### config.mk
export PLATFORM = sky130hd
export DESIGN_NAME = lockup_watchdog
export DESIGN_NICKNAME = d
export VERILOG_FILES = /design/src/rtl/lw_pkg.sv /design/src/rtl/lw_cfg_regs.sv /design/src/rtl/lw_prescaler.sv /design/src/rtl/lw_stall_mon.sv /design/src/rtl/lockup_watchdog.sv
export SDC_FILE = /design/constraint.sdc
export NUM_CORES = 1
export LEC_CHECK = 0
export BUFFER_PORTS_ARGS = -buffer_cell sky130_fd_sc_hd__buf_2
export CAP_MARGIN = 20
export CORE_UTILIZATION = 45
export CTS_CLUSTER_SIZE = 28
export DETAILED_ROUTE_END_ITERATION = 12
export HOLD_SLACK_MARGIN = 0.02
export PLACE_DENSITY = 0.72
export SLEW_MARGIN = 20
export SYNTH_ARGS = -nofsm -noshare
export SYNTH_HDL_FRONTEND = slang
export SYNTH_SLANG_ARGS = --single-unit
### constraint.sdc
create_clock -name clk -period 2.83 [get_ports clk]
set_input_delay 0.1415 -clock clk [delete_from_list [all_inputs] [get_ports clk]]
set_output_delay 0.1415 -clock clk [all_outputs]
set_load 0.02 [all_outputs]
### src/rtl/lw_pkg.sv
package lw_pkg;
  localparam int unsigned NUM_ENG = 4;

  // engines at odd indices are MAC engines, even indices are DMA engines
  function automatic bit is_mac_eng(input int unsigned idx);
    return (idx % 2) == 1;
  endfunction
endpackage

### src/rtl/lw_cfg_regs.sv
module lw_cfg_regs #(
  parameter int unsigned NE    = 4,
  parameter int unsigned PRE_W = 16,
  parameter int unsigned DMA_W = 11,
  parameter int unsigned MAC_W = 11,
  parameter logic [PRE_W-1:0] PRE_RST = '1,
  parameter logic [DMA_W-1:0] DMA_RST = '1,
  parameter logic [MAC_W-1:0] MAC_RST = '1
) (
  input  logic             clk,
  input  logic             rst_n,
  input  logic             en_wr,
  input  logic [NE-1:0]    en_val,
  input  logic             recov_val,
  input  logic             time_wr,
  input  logic [PRE_W-1:0] pre_val,
  input  logic [DMA_W-1:0] dma_val,
  input  logic [MAC_W-1:0] mac_val,
  output logic [NE-1:0]    en_q,
  output logic             recov_q,
  output logic [PRE_W-1:0] pre_q,
  output logic [DMA_W-1:0] dma_q,
  output logic [MAC_W-1:0] mac_q
);
  logic [NE-1:0]    en_d;
  logic             recov_d;
  logic [PRE_W-1:0] pre_d;
  logic [DMA_W-1:0] dma_d;
  logic [MAC_W-1:0] mac_d;

  always_comb begin
    en_d    = en_q;
    recov_d = recov_q;
    pre_d   = pre_q;
    dma_d   = dma_q;
    mac_d   = mac_q;
    if (en_wr) begin
      en_d    = en_val;
      recov_d = recov_val;
    end
    if (time_wr) begin
      pre_d = pre_val;
      dma_d = dma_val;
      mac_d = mac_val;
    end
  end

  always_ff @(posedge clk or negedge rst_n) begin
    if (!rst_n) begin
      en_q    <= '0;
      recov_q <= 1'b0;
      pre_q   <= PRE_RST;
      dma_q   <= DMA_RST;
      mac_q   <= MAC_RST;
    end else begin
      en_q    <= en_d;
      recov_q <= recov_d;
      pre_q   <= pre_d;
      dma_q   <= dma_d;
      mac_q   <= mac_d;
    end
  end
endmodule

### src/rtl/lw_prescaler.sv
module lw_prescaler #(
  parameter int unsigned PRE_W = 16,
  parameter logic [PRE_W-1:0] PRE_RST = '1
) (
  input  logic             clk,
  input  logic             rst_n,
  input  logic             restart,
  input  logic [PRE_W-1:0] reload_new,
  input  logic [PRE_W-1:0] reload_cur,
  output logic             tick
);
  logic [PRE_W-1:0] pcnt_q, pcnt_d;

  assign tick = (pcnt_q == '0);

  always_comb begin
    if (restart)   pcnt_d = reload_new;
    else if (tick) pcnt_d = reload_cur;
    else           pcnt_d = pcnt_q - 1'b1;
  end

  always_ff @(posedge clk or negedge rst_n) begin
    if (!rst_n) pcnt_q <= PRE_RST;
    else        pcnt_q <= pcnt_d;
  end
endmodule

### src/rtl/lw_stall_mon.sv
module lw_stall_mon #(
  parameter int unsigned CW = 11
) (
  input  logic          clk,
  input  logic          rst_n,
  input  logic          en,
  input  logic          busy,
  input  logic          progress,
  input  logic          tick,
  input  logic          restart,
  input  logic          clr,
  input  logic [CW-1:0] limit,
  output logic          flag,
  output logic          set_now
);
  logic [CW-1:0] cnt_q, cnt_d;
  logic          flag_d;
  logic          hit;
  logic          hold_zero;
  logic          cnt_ce;

  assign hold_zero = !en || !busy || progress || restart || clr;
  assign cnt_ce    = tick && (cnt_q != limit);
  assign hit       = en && (limit != '0) && (cnt_q == limit);
  assign set_now   = hit && !flag && !clr;

  always_comb begin
    if (hold_zero)   cnt_d = '0;
    else if (cnt_ce) cnt_d = cnt_q + 1'b1;
    else             cnt_d = cnt_q;
  end

  always_comb begin
    if (clr || !en) flag_d = 1'b0;
    else if (hit)   flag_d = 1'b1;
    else            flag_d = flag;
  end

  always_ff @(posedge clk or negedge rst_n) begin
    if (!rst_n) begin
      cnt_q <= '0;
      flag  <= 1'b0;
    end else begin
      cnt_q <= cnt_d;
      flag  <= flag_d;
    end
  end
endmodule

### src/rtl/lockup_watchdog.sv
module lockup_watchdog
  import lw_pkg::*;
#(
  parameter int unsigned PRE_W = 16,
  parameter int unsigned DMA_W = 11,
  parameter int unsigned MAC_W = 11,
  parameter logic [PRE_W-1:0] PRE_RST = '1,
  parameter logic [DMA_W-1:0] DMA_RST = '1,
  parameter logic [MAC_W-1:0] MAC_RST = '1
) (
  input  logic               clk,
  input  logic               rst_n,
  input  logic               cfg_en_wr,
  input  logic [NUM_ENG-1:0] cfg_en_val,
  input  logic               cfg_recov_val,
  input  logic               cfg_time_wr,
  input  logic [PRE_W-1:0]   cfg_prescale,
  input  logic [DMA_W-1:0]   cfg_dma_lim,
  input  logic [MAC_W-1:0]   cfg_mac_lim,
  input  logic [NUM_ENG-1:0] eng_busy,
  input  logic [NUM_ENG-1:0] eng_progress,
  input  logic [NUM_ENG-1:0] flag_clr,
  output logic [NUM_ENG-1:0] lockup,
  output logic               reset_req
);
  localparam int unsigned CW = (DMA_W > MAC_W) ? DMA_W : MAC_W;

  logic [NUM_ENG-1:0] en_q;
  logic               recov_q;
  logic [PRE_W-1:0]   pre_q;
  logic [DMA_W-1:0]   dma_q;
  logic [MAC_W-1:0]   mac_q;
  logic               tick;
  logic [NUM_ENG-1:0] set_vec;
  logic [NUM_ENG-1:0] clr_vec;
  logic               reset_req_d;

  lw_cfg_regs #(
    .NE(NUM_ENG), .PRE_W(PRE_W), .DMA_W(DMA_W), .MAC_W(MAC_W),
    .PRE_RST(PRE_RST), .DMA_RST(DMA_RST), .MAC_RST(MAC_RST)
  ) u_cfg (
    .clk(clk), .rst_n(rst_n),
    .en_wr(cfg_en_wr), .en_val(cfg_en_val), .recov_val(cfg_recov_val),
    .time_wr(cfg_time_wr), .pre_val(cfg_prescale),
    .dma_val(cfg_dma_lim), .mac_val(cfg_mac_lim),
    .en_q(en_q), .recov_q(recov_q), .pre_q(pre_q), .dma_q(dma_q), .mac_q(mac_q)
  );

  lw_prescaler #(.PRE_W(PRE_W), .PRE_RST(PRE_RST)) u_pre (
    .clk(clk), .rst_n(rst_n), .restart(cfg_time_wr),
    .reload_new(cfg_prescale), .reload_cur(pre_q), .tick(tick)
  );

  assign clr_vec = flag_clr | {NUM_ENG{reset_req}};

  for (genvar gi = 0; gi < NUM_ENG; gi++) begin : g_mon
    logic [CW-1:0] lim;
    if (is_mac_eng(gi)) begin : g_mac
      assign lim = CW'(mac_q);
    end else begin : g_dma
      assign lim = CW'(dma_q);
    end
    lw_stall_mon #(.CW(CW)) u_mon (
      .clk(clk), .rst_n(rst_n), .en(en_q[gi]), .busy(eng_busy[gi]),
      .progress(eng_progress[gi]), .tick(tick), .restart(cfg_time_wr),
      .clr(clr_vec[gi]), .limit(lim), .flag(lockup[gi]), .set_now(set_vec[gi])
    );
  end

  // request only on a fresh stall, and only when no older flag is pending
  assign reset_req_d = recov_q && (|set_vec) && !(|lockup);

  always_ff @(posedge clk or negedge rst_n) begin
    if (!rst_n) reset_req <= 1'b0;
    else        reset_req <= reset_req_d;
  end
endmodule

==> flow_summary.yaml <==
outcome:
  status: "finished clean"
critical_path:
  worstReg2RegEnd: "g_mon[1].u_mon.cnt_q[6]"
  critical_path_endpoint_category: "register"
  critPathLaunch: "u_pre.pcnt_q[0]"
  rr_worst_depth: 9
  cp_max_fo: 20
  path_class: "reg -> reg"
  timing.critical_path.to: "g_mon[1].u_mon.cnt_q[6]"
  timing.critical_path.arrival_ns: 2.68
  cp.required_ns: 3.10
  rrSetupSlack_ns: 0.41
  setup.worst_path.start_class: "register"
  timing.rr.start: "u_pre.pcnt_q[0]"
synth:
  synth.top_cell.area_share_pct: 24.4
  syn-num-nets: 649
  avgSynthCellArea_um2: 9.95
  yosysMostFrequentCell: "o21ai_0"
  synthFlopType: "dfstp_2"
  synth_seq_area_share_pct: 47.7
  number_of_enable_flip_flop_cells_after_synthesis: 0
  ys_top_cells_by_area: "dfstp_2, dfrtp_1, mux2_2"
  ys_top_cells_by_count: "o21ai_0, dfrtp_1, dfstp_2, a21oi_1, xnor2_1"
  synth-warning-count: 0
  synthDistinctLibCells: 44
  synth_area_um2: 5810
  async_flop_share_pct: 100
  count_of_mapped_cells_out_of_synthesis: 584
  yosys_register_bits: 108
  synth.largest_area_cell: "dfstp_2"
grt:
  global_route.usage.met3_pct: 4.65
  grt_max_degree: 72
  use_met1_pct: 26.9
  grt_first_pass_wirelength_um: 21900
  antenna_found_initial: 0
  grt-busiest-layer: "met2"
  total_gr_overflow: 0
  grtUsageMet2_pct: 36.3
  grt.total_usage_pct: 21.1
  vias_in_the_first_global_route: 4589
clock_network:
  clock_tree.buffer_depth: 2
  cts.sink_count: 108
  clk_root_buffer_cell: "clkbuf_16"
  cts-buffers-inserted: 9
  cts_max_level: 3
  clock_insertion_delay_worst_skew_ns: 0.35
  reg_clk_slew_reported_paths_ns: 0.07
  cts_tree: "done"
pwr:
  power.leakage_nw: 2.64
  power_per_cell_area_nw_per_um2: 519
  vdd.ir_drop.worst_mv: 0.351
  power.total_mw: 3.49
die:
  design.die.area_um2: 13400
  top_level_ports: 64
  core-area_um2: 12600
  die_h_um: 116
  core.rowCount: 41
  floorplan.initialDensity_pct: 46.0
  die_w_um: 116
detailed_routing:
  routed_wirelength_um: 13100
  final_antenna_net_count: 0
  via_per_inst: 5.49
  detail_route.first_pass.iterations: 4
  detail_route.drc_violations: 0
  count_of_routing_violations_after_the_opening_detailed_route_iteration: 236
  wl_per_cell_um: 15.8
  num_vias: 4548
sta:
  final.setup_skew_ns: 0.00618
  timing_worst_slew_pin_value_ns: 0.910
  fin_tns_setup_ns: 0
  maxSlewViolCount: 0
  final-setup-viol-count: 0
  hold_viol_final: 0
  min_period_over_period_pct: 85.4
  rsz_0062_raised_after_global_routing: "false"
  post-route-worst-setup-slack_ns: 0.414
  max_slew_margin_pct: 39.3
  max_clock_freq_mhz: 414
  finalWorstPathRequiredPeriod_ns: 2.42
final_layout:
  num-fill-cells: 1128
  antenna-diode-count: 0
  post_route_cells_drive_above_1_share_pct: 28.8
  area_growth_syn_to_layout_pct: 15.8
  final_net_count: 716
hold_path:
  worst_hold_path_type: "in -> reg"
placed_design:
  hpwl_um: 9490
  place_congestion: 0.844
  port_buffers: 63
  placement.setup.worst_slack_ns: 0.420
job:
  maxCapViolCount: 0
==> worst min path at each step <==
| stage | start | to | slack (ns) | cells after the start |
|---|---|---|---|---|
| finish | cfg_prescale[10] | u_pre.pcnt_q[10] | 0.03 | 3 |
| global route | cfg_dma_lim[4] | u_cfg.dma_q[4] | 0.02 | 2 |
| CTS | cfg_mac_lim[2] | u_cfg.mac_q[2] | 0.02 | 2 |
| detailed placement | rst_n | g_mon[1].u_mon.cnt_q[3] | 0.33 | 1 |
| global placement | rst_n | g_mon[1].u_mon.cnt_q[1] | 0.32 | 1 |
| floorplan | rst_n | g_mon[0].u_mon.cnt_q[0] | -0.15 | 0 |
==> report_power, final <==
group          switching, mW  internal, mW
Sequential             0.107          1.69
Clock                  0.556         0.760
Combinational          0.182         0.192
Total                  0.844          2.65
==> critical path, cell delays in order (launching register included) <==
cell and delay (ns):
dfstp_2 0.39, inv_1 0.08, ha_1 0.14, nor4b_2 0.26
and4_1 0.41, buf_4 0.23, o31ai_1 0.08, buf_4 0.19
or3_1 0.36, a21oi_1 0.17
==> what timing repair did <==
action	in CTS	in global routing
endpoints found under the hold margin	57	0
resized for setup	0	0
hold buffers	15	0
endpoints found under the setup margin	0	0
buffers inserted	0	0
==> flip-flops by register name (all words and copies together) (netlist names) <==
| name | cells |
|---|---|
| g_mon.u_mon.cnt_q | 44 |
| u_cfg.pre_q | 16 |
| u_pre.pcnt_q | 16 |
| u_cfg.dma_q | 11 |
| u_cfg.mac_q | 11 |
| g_mon.u_mon.flag | 4 |
| u_cfg.en_q | 4 |
| reset_req | 1 |
| u_cfg.recov_q | 1 |
==> placed cells by master, fill, tap and decap left out, types with 2 or more instances in the layout <==
cell type	n
xor2_1	18
buf_4	9
nand4_1	16
dfstp_2	54
and4_1	4
ha_1	6
clkbuf_16	10
or3b_2	4
a21oi_1	53
or2_2	3
mux2i_1	5
buf_2	62
xnor2_1	39
or3_1	31
nor4b_1	3
or4b_2	4
o41ai_1	2
dfrtp_1	54
clkinv_2	3
nor4_1	8
nand2_1	30
nor4_4	2
nor2_1	33
o21ai_0	59
inv_1	20
or4_1	10
dlygate4sd3_1	15
o31ai_1	10
and3_1	8
nand3_1	23
nor3_1	12
mux2_2	31
==> logic make-up (layout without fill, tap and decap cells) <==
| family | count (synthesis) | after routing | synth area share [%] |
|---|---|---|---|
| DFF | 108 | 108 | 47.7 |
| muxes | 36 | 36 | 6.87 |
| AOI/OAI and AO/OA | 132 | 132 | 12.4 |
| buffers and inverters | 50 | 122 | 3.81 |
| and+or+nand+nor | 195 | 195 | 19.3 |
| adders and majority gates | 6 | 6 | 1.29 |
| xor gates and xnor gates | 57 | 57 | 8.59 |
==> through the flow <==
| step | util [%] | area (um2) | instances | hold WS, ns |
|---|---|---|---|---|
| floorplan | - | 5810 | 584 | -0.154 |
| detailed placement | 49.6 | 6260 | 797 | 0.335 |
| finish | 53.3 | 6730 | 828 | 0.0268 |
| global placement | 49.6 | 6260 | 797 | 0.322 |
| CTS | 53.2 | 6720 | 828 | 0.0201 |
| global route | 53.3 | 6730 | 828 | 0.0210 |
==> cell type report <==
cell class / instances / area [um2] / area share [%]
clock buffer: 12 / 268 / 3.98
clock inverter: 4 / 45.0 / 0.670
sequential: 108 / 2770 / 41.2
inverter: 20 / 75.1 / 1.12
multi-input combinational: 426 / 2830 / 42.0
timing repair buffer: 86 / 528 / 7.85
tap: 172 / 215 / 3.20
==> metal layers <==
layer | wire [um] | up-vias
li1 | - | 2237
met1 | 5760 | 2204
met2 | 6500 | 92
met3 | 611 | 15
met4 | 227 | 0
met5 | 0 | -
Power figures use the tool's default switching activity.
